`src/rtl/ftf_pkg.sv`:
```
package ftf_pkg;
  typedef struct packed {
    logic push;
    logic load;
  } ftf_op_t;

  function automatic int unsigned ptr_w(input int unsigned depth);
    return (depth > 1) ? $clog2(depth) : 1;
  endfunction
endpackage

```
`src/rtl/ftf_strobe_edge.sv`:
```
module ftf_strobe_edge (
  input  logic clk_i,
  input  logic rst_ni,
  input  logic strobe_i,
  output logic fall_o
);
  logic strobe_q;

  always_ff @(posedge clk_i or negedge rst_ni) begin
    if (!rst_ni) strobe_q <= 1'b0;
    else         strobe_q <= strobe_i;
  end

  assign fall_o = strobe_q & ~strobe_i;
endmodule

```
`src/rtl/ftf_ram.sv`:
```
module ftf_ram #(
  parameter int unsigned WIDTH = 4,
  parameter int unsigned DEPTH = 64
) (
  input  logic             clk_i,
  input  logic             rst_ni,
  input  logic             wr_en_i,
  input  logic [WIDTH-1:0] wr_data_i,
  input  logic             rd_en_i,
  output logic [WIDTH-1:0] rd_data_o
);
  localparam int unsigned PW = ftf_pkg::ptr_w(DEPTH);
  localparam logic [PW-1:0] LAST = PW'(DEPTH - 1);

  logic [WIDTH-1:0] mem_q [DEPTH];
  logic [PW-1:0]    wr_ptr_q, rd_ptr_q;

  always_ff @(posedge clk_i) begin
    if (wr_en_i) mem_q[wr_ptr_q] <= wr_data_i;
  end

  always_ff @(posedge clk_i or negedge rst_ni) begin
    if (!rst_ni) begin
      wr_ptr_q <= '0;
      rd_ptr_q <= '0;
    end else begin
      if (wr_en_i) wr_ptr_q <= (wr_ptr_q == LAST) ? '0 : wr_ptr_q + 1'b1;
      if (rd_en_i) rd_ptr_q <= (rd_ptr_q == LAST) ? '0 : rd_ptr_q + 1'b1;
    end
  end

  assign rd_data_o = mem_q[rd_ptr_q];
endmodule

```
`src/rtl/ftf_ctrl.sv`:
```
module ftf_ctrl #(
  parameter int unsigned DEPTH = 64
) (
  input  logic             clk_i,
  input  logic             rst_ni,
  input  logic             shift_in_i,
  input  logic             shift_out_i,
  input  logic             so_fall_i,
  output ftf_pkg::ftf_op_t op_o,
  output logic             in_rdy_o,
  output logic             out_rdy_o
);
  localparam int unsigned CW = $clog2(DEPTH + 1);
  localparam logic [CW-1:0] FULL_CNT = CW'(DEPTH);

  logic [CW-1:0] mem_cnt_q, mem_cnt_d, total_q, total_d;
  logic head_vld_q, head_vld_d;
  logic in_rdy_q, in_rdy_d;
  logic out_rdy_q, out_rdy_d;
  logic ack_q, ack_d;    // current shift-in pulse already consumed
  logic hold_q, hold_d;  // word written into empty queue waits for strobe low
  logic full, push, load, pop_head;

  assign total_q  = mem_cnt_q + CW'(head_vld_q);
  assign full     = (total_q == FULL_CNT);

  assign push     = shift_in_i & in_rdy_q & ~ack_q & ~full;
  assign pop_head = so_fall_i & head_vld_q;
  assign load     = ~head_vld_q & (mem_cnt_q != '0) & ~(hold_q & shift_in_i);

  always_comb begin
    mem_cnt_d  = mem_cnt_q + CW'(push) - CW'(load);
    head_vld_d = load | (head_vld_q & ~pop_head);
    total_d    = mem_cnt_d + CW'(head_vld_d);
    ack_d      = push | (ack_q & shift_in_i);
    hold_d     = (push & (total_q == '0)) | (hold_q & shift_in_i);
    in_rdy_d   = ~ack_d & (total_d != FULL_CNT);
    out_rdy_d  = load | (out_rdy_q & head_vld_d & ~shift_out_i);
  end

  always_ff @(posedge clk_i or negedge rst_ni) begin
    if (!rst_ni) begin
      mem_cnt_q  <= '0;
      head_vld_q <= 1'b0;
      in_rdy_q   <= 1'b1;
      out_rdy_q  <= 1'b0;
      ack_q      <= 1'b0;
      hold_q     <= 1'b0;
    end else begin
      mem_cnt_q  <= mem_cnt_d;
      head_vld_q <= head_vld_d;
      in_rdy_q   <= in_rdy_d;
      out_rdy_q  <= out_rdy_d;
      ack_q      <= ack_d;
      hold_q     <= hold_d;
    end
  end

  assign op_o.push = push;
  assign op_o.load = load;
  assign in_rdy_o  = in_rdy_q;
  assign out_rdy_o = out_rdy_q;

  AST_NO_OVERFLOW: assert property (@(posedge clk_i) disable iff (!rst_ni) total_q <= FULL_CNT);
  AST_FULL_BLOCKS_IN: assert property (@(posedge clk_i) disable iff (!rst_ni) full |-> !in_rdy_q);
  AST_IN_RDY_DROP: assert property (@(posedge clk_i) disable iff (!rst_ni) push |=> !in_rdy_q);
  AST_EMPTY_NO_OUT: assert property (@(posedge clk_i) disable iff (!rst_ni) (total_q == '0) |-> !out_rdy_q);
  AST_OUT_RDY_DROP: assert property (@(posedge clk_i) disable iff (!rst_ni) (out_rdy_q && shift_out_i) |=> !out_rdy_q);
  AST_EMPTY_WRITE_WAITS: assert property (@(posedge clk_i) disable iff (!rst_ni) (push && total_q == '0) |=> !out_rdy_q);
endmodule

```
`src/rtl/ftf_fifo.sv`:
```
module ftf_fifo #(
  parameter int unsigned WIDTH = 4,
  parameter int unsigned DEPTH = 64
) (
  input  logic             clk_i,
  input  logic             rst_ni,
  input  logic [WIDTH-1:0] data_i,
  input  logic             shift_in_i,
  input  logic             shift_out_i,
  output logic [WIDTH-1:0] data_o,
  output logic             in_rdy_o,
  output logic             out_rdy_o
);
  ftf_pkg::ftf_op_t op;
  logic             so_fall;
  logic [WIDTH-1:0] rd_data;
  logic [WIDTH-1:0] data_q;

  ftf_strobe_edge u_so_edge (
    .clk_i    (clk_i),
    .rst_ni   (rst_ni),
    .strobe_i (shift_out_i),
    .fall_o   (so_fall)
  );

  ftf_ctrl #(.DEPTH(DEPTH)) u_ctrl (
    .clk_i       (clk_i),
    .rst_ni      (rst_ni),
    .shift_in_i  (shift_in_i),
    .shift_out_i (shift_out_i),
    .so_fall_i   (so_fall),
    .op_o        (op),
    .in_rdy_o    (in_rdy_o),
    .out_rdy_o   (out_rdy_o)
  );

  ftf_ram #(.WIDTH(WIDTH), .DEPTH(DEPTH)) u_ram (
    .clk_i     (clk_i),
    .rst_ni    (rst_ni),
    .wr_en_i   (op.push),
    .wr_data_i (data_i),
    .rd_en_i   (op.load),
    .rd_data_o (rd_data)
  );

  // head register: keeps the last word after removal
  always_ff @(posedge clk_i or negedge rst_ni) begin
    if (!rst_ni)      data_q <= '0;
    else if (op.load) data_q <= rd_data;
  end

  assign data_o = data_q;

  AST_DOUT_HOLD: assert property (@(posedge clk_i) disable iff (!rst_ni) !op.load |=> $stable(data_o));
endmodule

```
`config.mk`:
```
export PLATFORM = sky130hd
export DESIGN_NAME = ftf_fifo
export DESIGN_NICKNAME = d
export VERILOG_FILES = /design/src/rtl/ftf_pkg.sv /design/src/rtl/ftf_strobe_edge.sv /design/src/rtl/ftf_ram.sv /design/src/rtl/ftf_ctrl.sv /design/src/rtl/ftf_fifo.sv
export SDC_FILE = /design/constraint.sdc
export NUM_CORES = 1
export LEC_CHECK = 0
export ABC_AREA = 0
export BUFFER_PORTS_ARGS = -buffer_cell sky130_fd_sc_hd__buf_2
export CAP_MARGIN = 20
export CORE_ASPECT_RATIO = 0.5
export CORE_MARGIN = 4
export CORE_UTILIZATION = 45
export CTS_BUF_LIST = sky130_fd_sc_hd__clkbuf_8
export CTS_CLUSTER_SIZE = 24
export DETAILED_ROUTE_END_ITERATION = 10
export PLACE_DENSITY = 0.71
export SLEW_MARGIN = 25
export SYNTH_ARGS = -nofsm -noshare
export SYNTH_HDL_FRONTEND = slang
export SYNTH_SLANG_ARGS = --single-unit
```
`constraint.sdc`:
```
create_clock -name clk_i -period 3.65 [get_ports clk_i]
set_input_delay 0.1825 -clock clk_i [delete_from_list [all_inputs] [get_ports clk_i]]
set_output_delay 0.1825 -clock clk_i [all_outputs]
set_load 0.005 [all_outputs]
```
# == Yosys cells after proc, flatten, opt, wreduce, memory -nomap -nowiden ==
# Memory sizes are Yosys's and may differ from the RTL's. A register that Yosys moved wholly into a read port is not among the register bits.
# Cells that the tools add are included.
# totals
reg_bits,25
latchBits,0
mem_bits_rw,256
rom_bits,0
input_bits,8
output_inout_bits,6
wordCells,52
memories,1
# mem_list
memory,depth,width,read_ports,rd_clocked_by_memory_dff,wr,line,source
u_ram.mem_q,64,4,1,1,1,ftf_ram.sv:15,logic [WIDTH-1:0] mem_q [DEPTH];
# classes
addsub,6
multipliers,0
n_div,0
n_lt_le_gt_ge,0
n_eq_ne,4
n_shift,0
mux,4
bitwise_logic,25
n_reduce_logical,3
# ops
op,count
$add A7 B1 Y7,3
$and A1 B1 Y1,14
$add A6 B1 Y6 const B,2
$eq A6 B6 Y1 const B,2
$mux W6,2
$eq A7 B7 Y1 const B,1
$logic_not A7 Y1,1
$ne A7 B7 Y1 const B,1
$not A1 Y1,7
$reduce_bool A7 Y1,1
$sub A7 B1 Y7,1
$or A1 B1 Y1,4
$mux W1,2
$logic_not A1 Y1,1

# == Longest topological paths before layout ==
# depth
ltp_word,9
depth_mapped,16

# == Cells and area by module ==
# From an unflattened synthesis, not the netlist that was laid out.
# unflattened
cells_unflattened,719
area_unflattened_um2,12150.4
# modules_own_cells
mod,instances,cells_per_inst,area_per_inst_um2,seq_area_each_um2
ftf_ram,1,602,10933.0,7987.7
ftf_ctrl,1,107,1033.5,301.5
ftf_fifo,1,8,145.1,100.1
ftf_strobe_edge,1,2,38.8,25.0

# == Worst setup path before layout ==
# Ideal clock, no wire load.
# synth_path
path_type,register to register
startpoint,reg u_ctrl.mem_cnt_q[4]
endpoint,reg u_ctrl.in_rdy_q (netlist: u_ctrl.in_rdy_o)
arrival_ns,3.487
required_time_ns,3.574
setup_slack_ns,0.088
path_stages_with_launch,17
path_buffers,1
cell_sequence,dfrtp_1 inv_1 ha_1 inv_1 o41ai_1 inv_1 clkbuf_1 ha_1 inv_1 ha_1 fa_1 xor2_1 nand3_1 a2111oi_0 nand4_1 a21bo_2 a21oi_2
# synth_via
elab_cells_between_ends,15
cone_classes,add/sub (4); eq/ne (2); bitwise (8); reduce/logical (1)
# synth_rtl
element,line,source
"start, declared",ftf_ctrl.sv:16,"logic [CW-1:0] mem_cnt_q, mem_cnt_d, total_q, total_d;"
"start signal, assigned",ftf_ctrl.sv:50,mem_cnt_q <= mem_cnt_d;
$reduce_bool A7 Y1,ftf_ctrl.sv:29,assign load = ~head_vld_q & (mem_cnt_q != '0) & ~(hold_q & shift_in_i);
$and A1 B1 Y1 (2 in a row),ftf_ctrl.sv:29,
named net u_ctrl.load,ftf_ctrl.sv:22,"logic full, push, load, pop_head;"
$sub A7 B1 Y7,ftf_ctrl.sv:32,mem_cnt_d = mem_cnt_q + CW'(push) - CW'(load);
named net u_ctrl.mem_cnt_d[2],ftf_ctrl.sv:16,
$add A7 B1 Y7,ftf_ctrl.sv:34,total_d = mem_cnt_d + CW'(head_vld_d);
$ne A7 B7 Y1,ftf_ctrl.sv:37,in_rdy_d = ~ack_d & (total_d != FULL_CNT);
$and A1 B1 Y1,ftf_ctrl.sv:37,
named net u_ctrl.in_rdy_d,ftf_ctrl.sv:18,"logic in_rdy_q, in_rdy_d;"
"end signal, assigned",ftf_ctrl.sv:52,in_rdy_q <= in_rdy_d;
"end, declared",ftf_ctrl.sv:18,
# The timed path passes the listed nets, and every way through them passes these cells.
# A chain may end at the register's enable or synchronous reset.

# == Worst setup path after layout ==
# layout_path
startpoint,reg u_ctrl.head_vld_q
endpoint,reg u_ctrl.in_rdy_q (netlist: u_ctrl.in_rdy_o)
# layout_via
elab_chain_len,9
elab_cells_between_ends,18
cone_classes,add/sub (4); eq/ne (2); bitwise (12)
# layout_rtl
element,line,source
"start, declared",ftf_ctrl.sv:17,"logic head_vld_q, head_vld_d;"
"start signal, assigned",ftf_ctrl.sv:51,head_vld_q <= head_vld_d;
$add A7 B1 Y7,ftf_ctrl.sv:24,assign total_q = mem_cnt_q + CW'(head_vld_q);
$eq A7 B7 Y1,ftf_ctrl.sv:25,assign full = (total_q == FULL_CNT);
$not A1 Y1,ftf_ctrl.sv:27,assign push = shift_in_i & in_rdy_q & ~ack_q & ~full;
$and A1 B1 Y1,ftf_ctrl.sv:27,
$add A7 B1 Y7,ftf_ctrl.sv:32,
$sub A7 B1 Y7 *,ftf_ctrl.sv:32,
named net u_ctrl.mem_cnt_d[4],ftf_ctrl.sv:16,
$add A7 B1 Y7 *,ftf_ctrl.sv:34,
$ne A7 B7 Y1 *,ftf_ctrl.sv:37,
$and A1 B1 Y1 *,ftf_ctrl.sv:37,
named net u_ctrl.in_rdy_d,ftf_ctrl.sv:18,
# Mark *: on every way through the listed nets, which the timed path passes. The rest lies on a longest branch.

==> results.sh <==
export IMPL_status="complete, no violations"
export IMPL_route_detailed_vias_per_inst=5.74
export IMPL_postRouteWirelength_mm=24.0
export IMPL_switching_power_uw=3360
export IMPL_detailed_place_area_um2=12500
export IMPL_synth_async_sr_flop_share=0.102
export IMPL_p_clk_frac=0.247
export IMPL_critPathArrivalTime_ns=3.90
export IMPL_timing_final_crit_period_ns=3.43
export IMPL_place_worst_setup_slack_ns=0.0859
export IMPL_grt_start_max_net_pins=65
export IMPL_cts_path_max_buffers=3
export IMPL_clock_sinks=285
export IMPL_worstPathMaxFanout=4
export IMPL_power_density_nw_per_um2=744
export IMPL_cellLeakagePower_uw=0.00438
export IMPL_syn_cell_area_um2=12000
export IMPL_global_route_overflow_total=0
export IMPL_wl_per_cell_um=21.2
export IMPL_mappedNetlistNets=750
export IMPL_tritoncts_clock_tree="done"
export IMPL_skew_ns=0.0327
export IMPL_critical_path_startpoint_type="flop"
export IMPL_clock_input_transition_at_the_sequential_cells_of_the_worst_setup_and_hold_paths_ns=0.06
export IMPL_syn_area_per_cell_um2=16.7
export IMPL_dp_final_hpwl_mm=15.3
export IMPL_synth_seq_area_share=0.699
export IMPL_hp_class="input pin to flop"
export IMPL_p_seq_frac=0.419
export IMPL_detailedRoute_firstPassIterationCount=5
export IMPL_post_route_period_util=0.940
export IMPL_ys_dominant_reg_cell="sky130_fd_sc_hd__edfxtp_1"
export IMPL_timing_final_max_slew_violations=0
export IMPL_cts_htree_levels=2
export IMPL_detail_route_drc_violations=0
export IMPL_grt_setup_unrepaired="no"
export IMPL_setup_viol=0
export IMPL_final_nets=787
export IMPL_ant_nets=0
export IMPL_drive_above_1_share=0.204
export IMPL_post_synth_edffs=256
export IMPL_grt_pass1_wl_mm=37.7
export IMPL_number_of_global_route_vias_before_repair=6582
export IMPL_worst_ir_drop_vdd_uv=738
export IMPL_clock_fmax_mhz=292
export IMPL_synth_cell_types=63
export IMPL_max_slew_margin_rel=0.401
export IMPL_core_um2=25800
export IMPL_worst_slew_pin_slew_ns=0.899
export IMPL_track_usage=0.166
export IMPL_worst_slack_ns=0.220
export IMPL_buffer_ports_inserted=13
export IMPL_kind_of_critical_path="flop to flop"
export IMPL_design_area_um2=13300
export IMPL_switching_portion_of_total_power=0.339
export IMPL_clock_latency_ns=0.56
export IMPL_number_of_placement_rows=41
export IMPL_syn_inst=722
export IMPL_p_int_uw=6560
export IMPL_required_ns=4.12
export IMPL_pwr_share_comb=0.334
export IMPL_io_pin_count=14
export IMPL_count_of_yosys_warnings_during_synthesis=0
export IMPL_final_core_utilization=0.517
export IMPL_worstSetupEndpointType="flop"
export IMPL_floorplan_die_width_um=239
export IMPL_setup_tns_final_ns=0
export IMPL_fin_hold_ws_ns=0.166
export IMPL_cts_buffers_inserted=41
export IMPL_max_cap_viol_count=0
export IMPL_synth_to_final_area_change_pct=10.7
export IMPL_cts_root_buf="sky130_fd_sc_hd__clkbuf_8"
export IMPL_antenna_diode_count=0
export IMPL_ys_ff_latch=285
export IMPL_antenna_found_initial=0
export IMPL_overall_die_height_um=124
export IMPL_1st_iter_drt_viols=510
export IMPL_effective_utilization_at_floorplan=0.467
export IMPL_finalHoldViolCount=0
export IMPL_fp_dieArea_um2=29600
export IMPL_via_count=6491
export IMPL_routabilityCongestion=0.868
metal layers:
metal  global-route usage  vias to the layer above  routed length, um
li1                     -                     2910                  -
met3               0.0292                       42               1530
met2                0.271                      237              11400
met1                0.234                     3302              10700
met5                    0                        -                  0
met4               0.0445                        0                420
sequential cells by signal, summed over array words and instances (netlist names):
| name | count |
|---|---|
| u_so_edge.strobe_q | 1 |
| u_ram.wr_ptr_q | 6 |
| u_ctrl.out_rdy_o | 1 |
| u_ctrl.ack_q | 1 |
| data_o | 4 |
| u_ram.rd_ptr_q | 6 |
| u_ctrl.in_rdy_o | 1 |
| u_ram.mem_q | 256 |
| u_ctrl.head_vld_q | 1 |
| u_ctrl.mem_cnt_q | 7 |
| u_ctrl.hold_q | 1 |
final timing paths:
check,startpoint,end,slack (ns),cells past startpoint
setup reg to reg,u_ctrl.head_vld_q$_DFF_PN0_,u_ctrl.in_rdy_o$_DFF_PN1_,0.22,13
min in group asynchronous,rst_ni,data_o[0]$_DFFE_PN0P_,0.26,2
hold / removal,data_i[1],u_ram.mem_q[38][1]$_DFFE_PP_,0.17,1
setup / recovery,u_ctrl.head_vld_q$_DFF_PN0_,u_ctrl.in_rdy_o$_DFF_PN1_,0.22,13
hold reg to reg,u_ctrl.hold_q$_DFF_PN0_,u_ctrl.hold_q$_DFF_PN0_,0.51,1
max in group asynchronous,rst_ni,u_ram.rd_ptr_q[0]$_DFFE_PN0P_,2.85,2
cells in the final DEF (no fill, tap or decap), drive strengths merged, types with 2 or more instances in the layout:
cell and instances:
a31o 2, o21ai 10, nand3 17, or2 2
a211o 3, nor2b 8, nand2 42, a2111oi 2
nor3 11, clkbuf 42, dlygate4sd3 3, nand3b 4
o22ai 8, or3 3, inv 29, xnor2 7
a21o 2, edfxtp 256, ha 19, clkinv 12
nor2 80, xor2 2, mux2 9, or3b 2
nor3b 2, o211ai 6, o41ai 2, a21oi 16
nand2b 5, mux2i 32, and3 2, o221ai 4
a211oi 5, buf 25, nand4 4, o2111ai 4
a31oi 8, bufinv 3, dfrtp 28, mux4 52
logic make-up after synthesis:
| family | synth area share |
|---|---|
| multiplexers | 0.133 |
| adder cells (fa/ha/maj) | 0.0214 |
| buffers and inverters | 0.0206 |
| AO/OA/AOI/OAI | 0.0488 |
| flip-flops | 0.699 |
| AND/OR/NAND/NOR | 0.0711 |
| XOR/XNOR | 0.00655 |
synthesized netlist by cell type, types with 3 or more instances:
master | n | area share
sky130_fd_sc_hd__edfxtp_1 | 256 | 0.64
sky130_fd_sc_hd__mux4_2 | 52 | 0.097
sky130_fd_sc_hd__mux2_2 | 4 | 0.0037
sky130_fd_sc_hd__xnor2_1 | 7 | 0.0051
sky130_fd_sc_hd__o2111ai_1 | 4 | 0.0029
sky130_fd_sc_hd__a31oi_1 | 7 | 0.0036
sky130_fd_sc_hd__nand3b_1 | 4 | 0.0025
sky130_fd_sc_hd__nand3_1 | 14 | 0.0058
sky130_fd_sc_hd__mux2_1 | 4 | 0.0037
sky130_fd_sc_hd__nand3_2 | 3 | 0.0025
sky130_fd_sc_hd__o211ai_1 | 6 | 0.0037
sky130_fd_sc_hd__nand4_1 | 4 | 0.0021
sky130_fd_sc_hd__a211oi_1 | 5 | 0.0031
sky130_fd_sc_hd__nand2_1 | 42 | 0.013
sky130_fd_sc_hd__o22ai_1 | 8 | 0.0042
sky130_fd_sc_hd__buf_2 | 9 | 0.0037
sky130_fd_sc_hd__mux2i_1 | 32 | 0.027
sky130_fd_sc_hd__nand2b_1 | 5 | 0.0026
sky130_fd_sc_hd__clkbuf_1 | 9 | 0.0028
sky130_fd_sc_hd__nor3_1 | 11 | 0.0046
sky130_fd_sc_hd__a211o_1 | 3 | 0.0022
sky130_fd_sc_hd__dfrtp_1 | 28 | 0.058
sky130_fd_sc_hd__inv_1 | 15 | 0.0047
sky130_fd_sc_hd__buf_6 | 4 | 0.0037
sky130_fd_sc_hd__nor2_1 | 79 | 0.025
sky130_fd_sc_hd__o21ai_0 | 10 | 0.0042
sky130_fd_sc_hd__o221ai_1 | 4 | 0.0029
sky130_fd_sc_hd__buf_1 | 7 | 0.0022
sky130_fd_sc_hd__ha_1 | 19 | 0.020
sky130_fd_sc_hd__a21oi_1 | 15 | 0.0062
sky130_fd_sc_hd__nor2b_1 | 8 | 0.0042
sky130_fd_sc_hd__buf_4 | 5 | 0.0031
layout make-up:
class	instances	area, um2
clock buffer	42	578
clock inverter	28	200
fill	2055	12400
inverter	16	60.1
multi-input combinational	387	3430
sequential	285	8420
tap	344	430
timing repair buffer	28	208
worst max-delay path, cell delays in order (launching register included):
cell,delay [ns]
sky130_fd_sc_hd__dfrtp_1,0.41
sky130_fd_sc_hd__ha_1,0.25
sky130_fd_sc_hd__ha_1,0.28
sky130_fd_sc_hd__a211o_1,0.28
sky130_fd_sc_hd__a2111oi_4,0.39
sky130_fd_sc_hd__nor2_2,0.08
sky130_fd_sc_hd__ha_2,0.21
sky130_fd_sc_hd__fa_2,0.37
sky130_fd_sc_hd__a211o_1,0.31
sky130_fd_sc_hd__and3_4,0.21
sky130_fd_sc_hd__nor2_4,0.12
sky130_fd_sc_hd__o221ai_1,0.13
sky130_fd_sc_hd__a21bo_2,0.23
sky130_fd_sc_hd__a21oi_2,0.11
power groups by stage:
stage          clock (uW)  sequential [uW]  combinational (uW)
4_1_cts              2490             4150                3180
2_1_floorplan           0             3940                2580
3_5_place_dp            0             4220                3160
6_report             2450             4150                3310
3_3_place_gp            0             4210                3090
5_1_grt              2670             4190                3620
timing repair:
action,4_1_cts,5_1_grt
buffers inserted,0,1
gates resized for setup,0,12
hold buffers,3,0
endpoints found under the setup margin,0,1
endpoints found under the hold margin,34,0
metrics by stage:
| stage | power (uW) | cells |
|---|---|---|
| 3_5_place_dp | 7380 | 1056 |
| 4_1_cts | 9820 | 1129 |
| 5_1_grt | 10500 | 1130 |
| 6_report | 9920 | 1130 |
| 3_3_place_gp | 7300 | 1056 |
| 2_1_floorplan | 6520 | 722 |
Power figures use the tool's default switching activity.
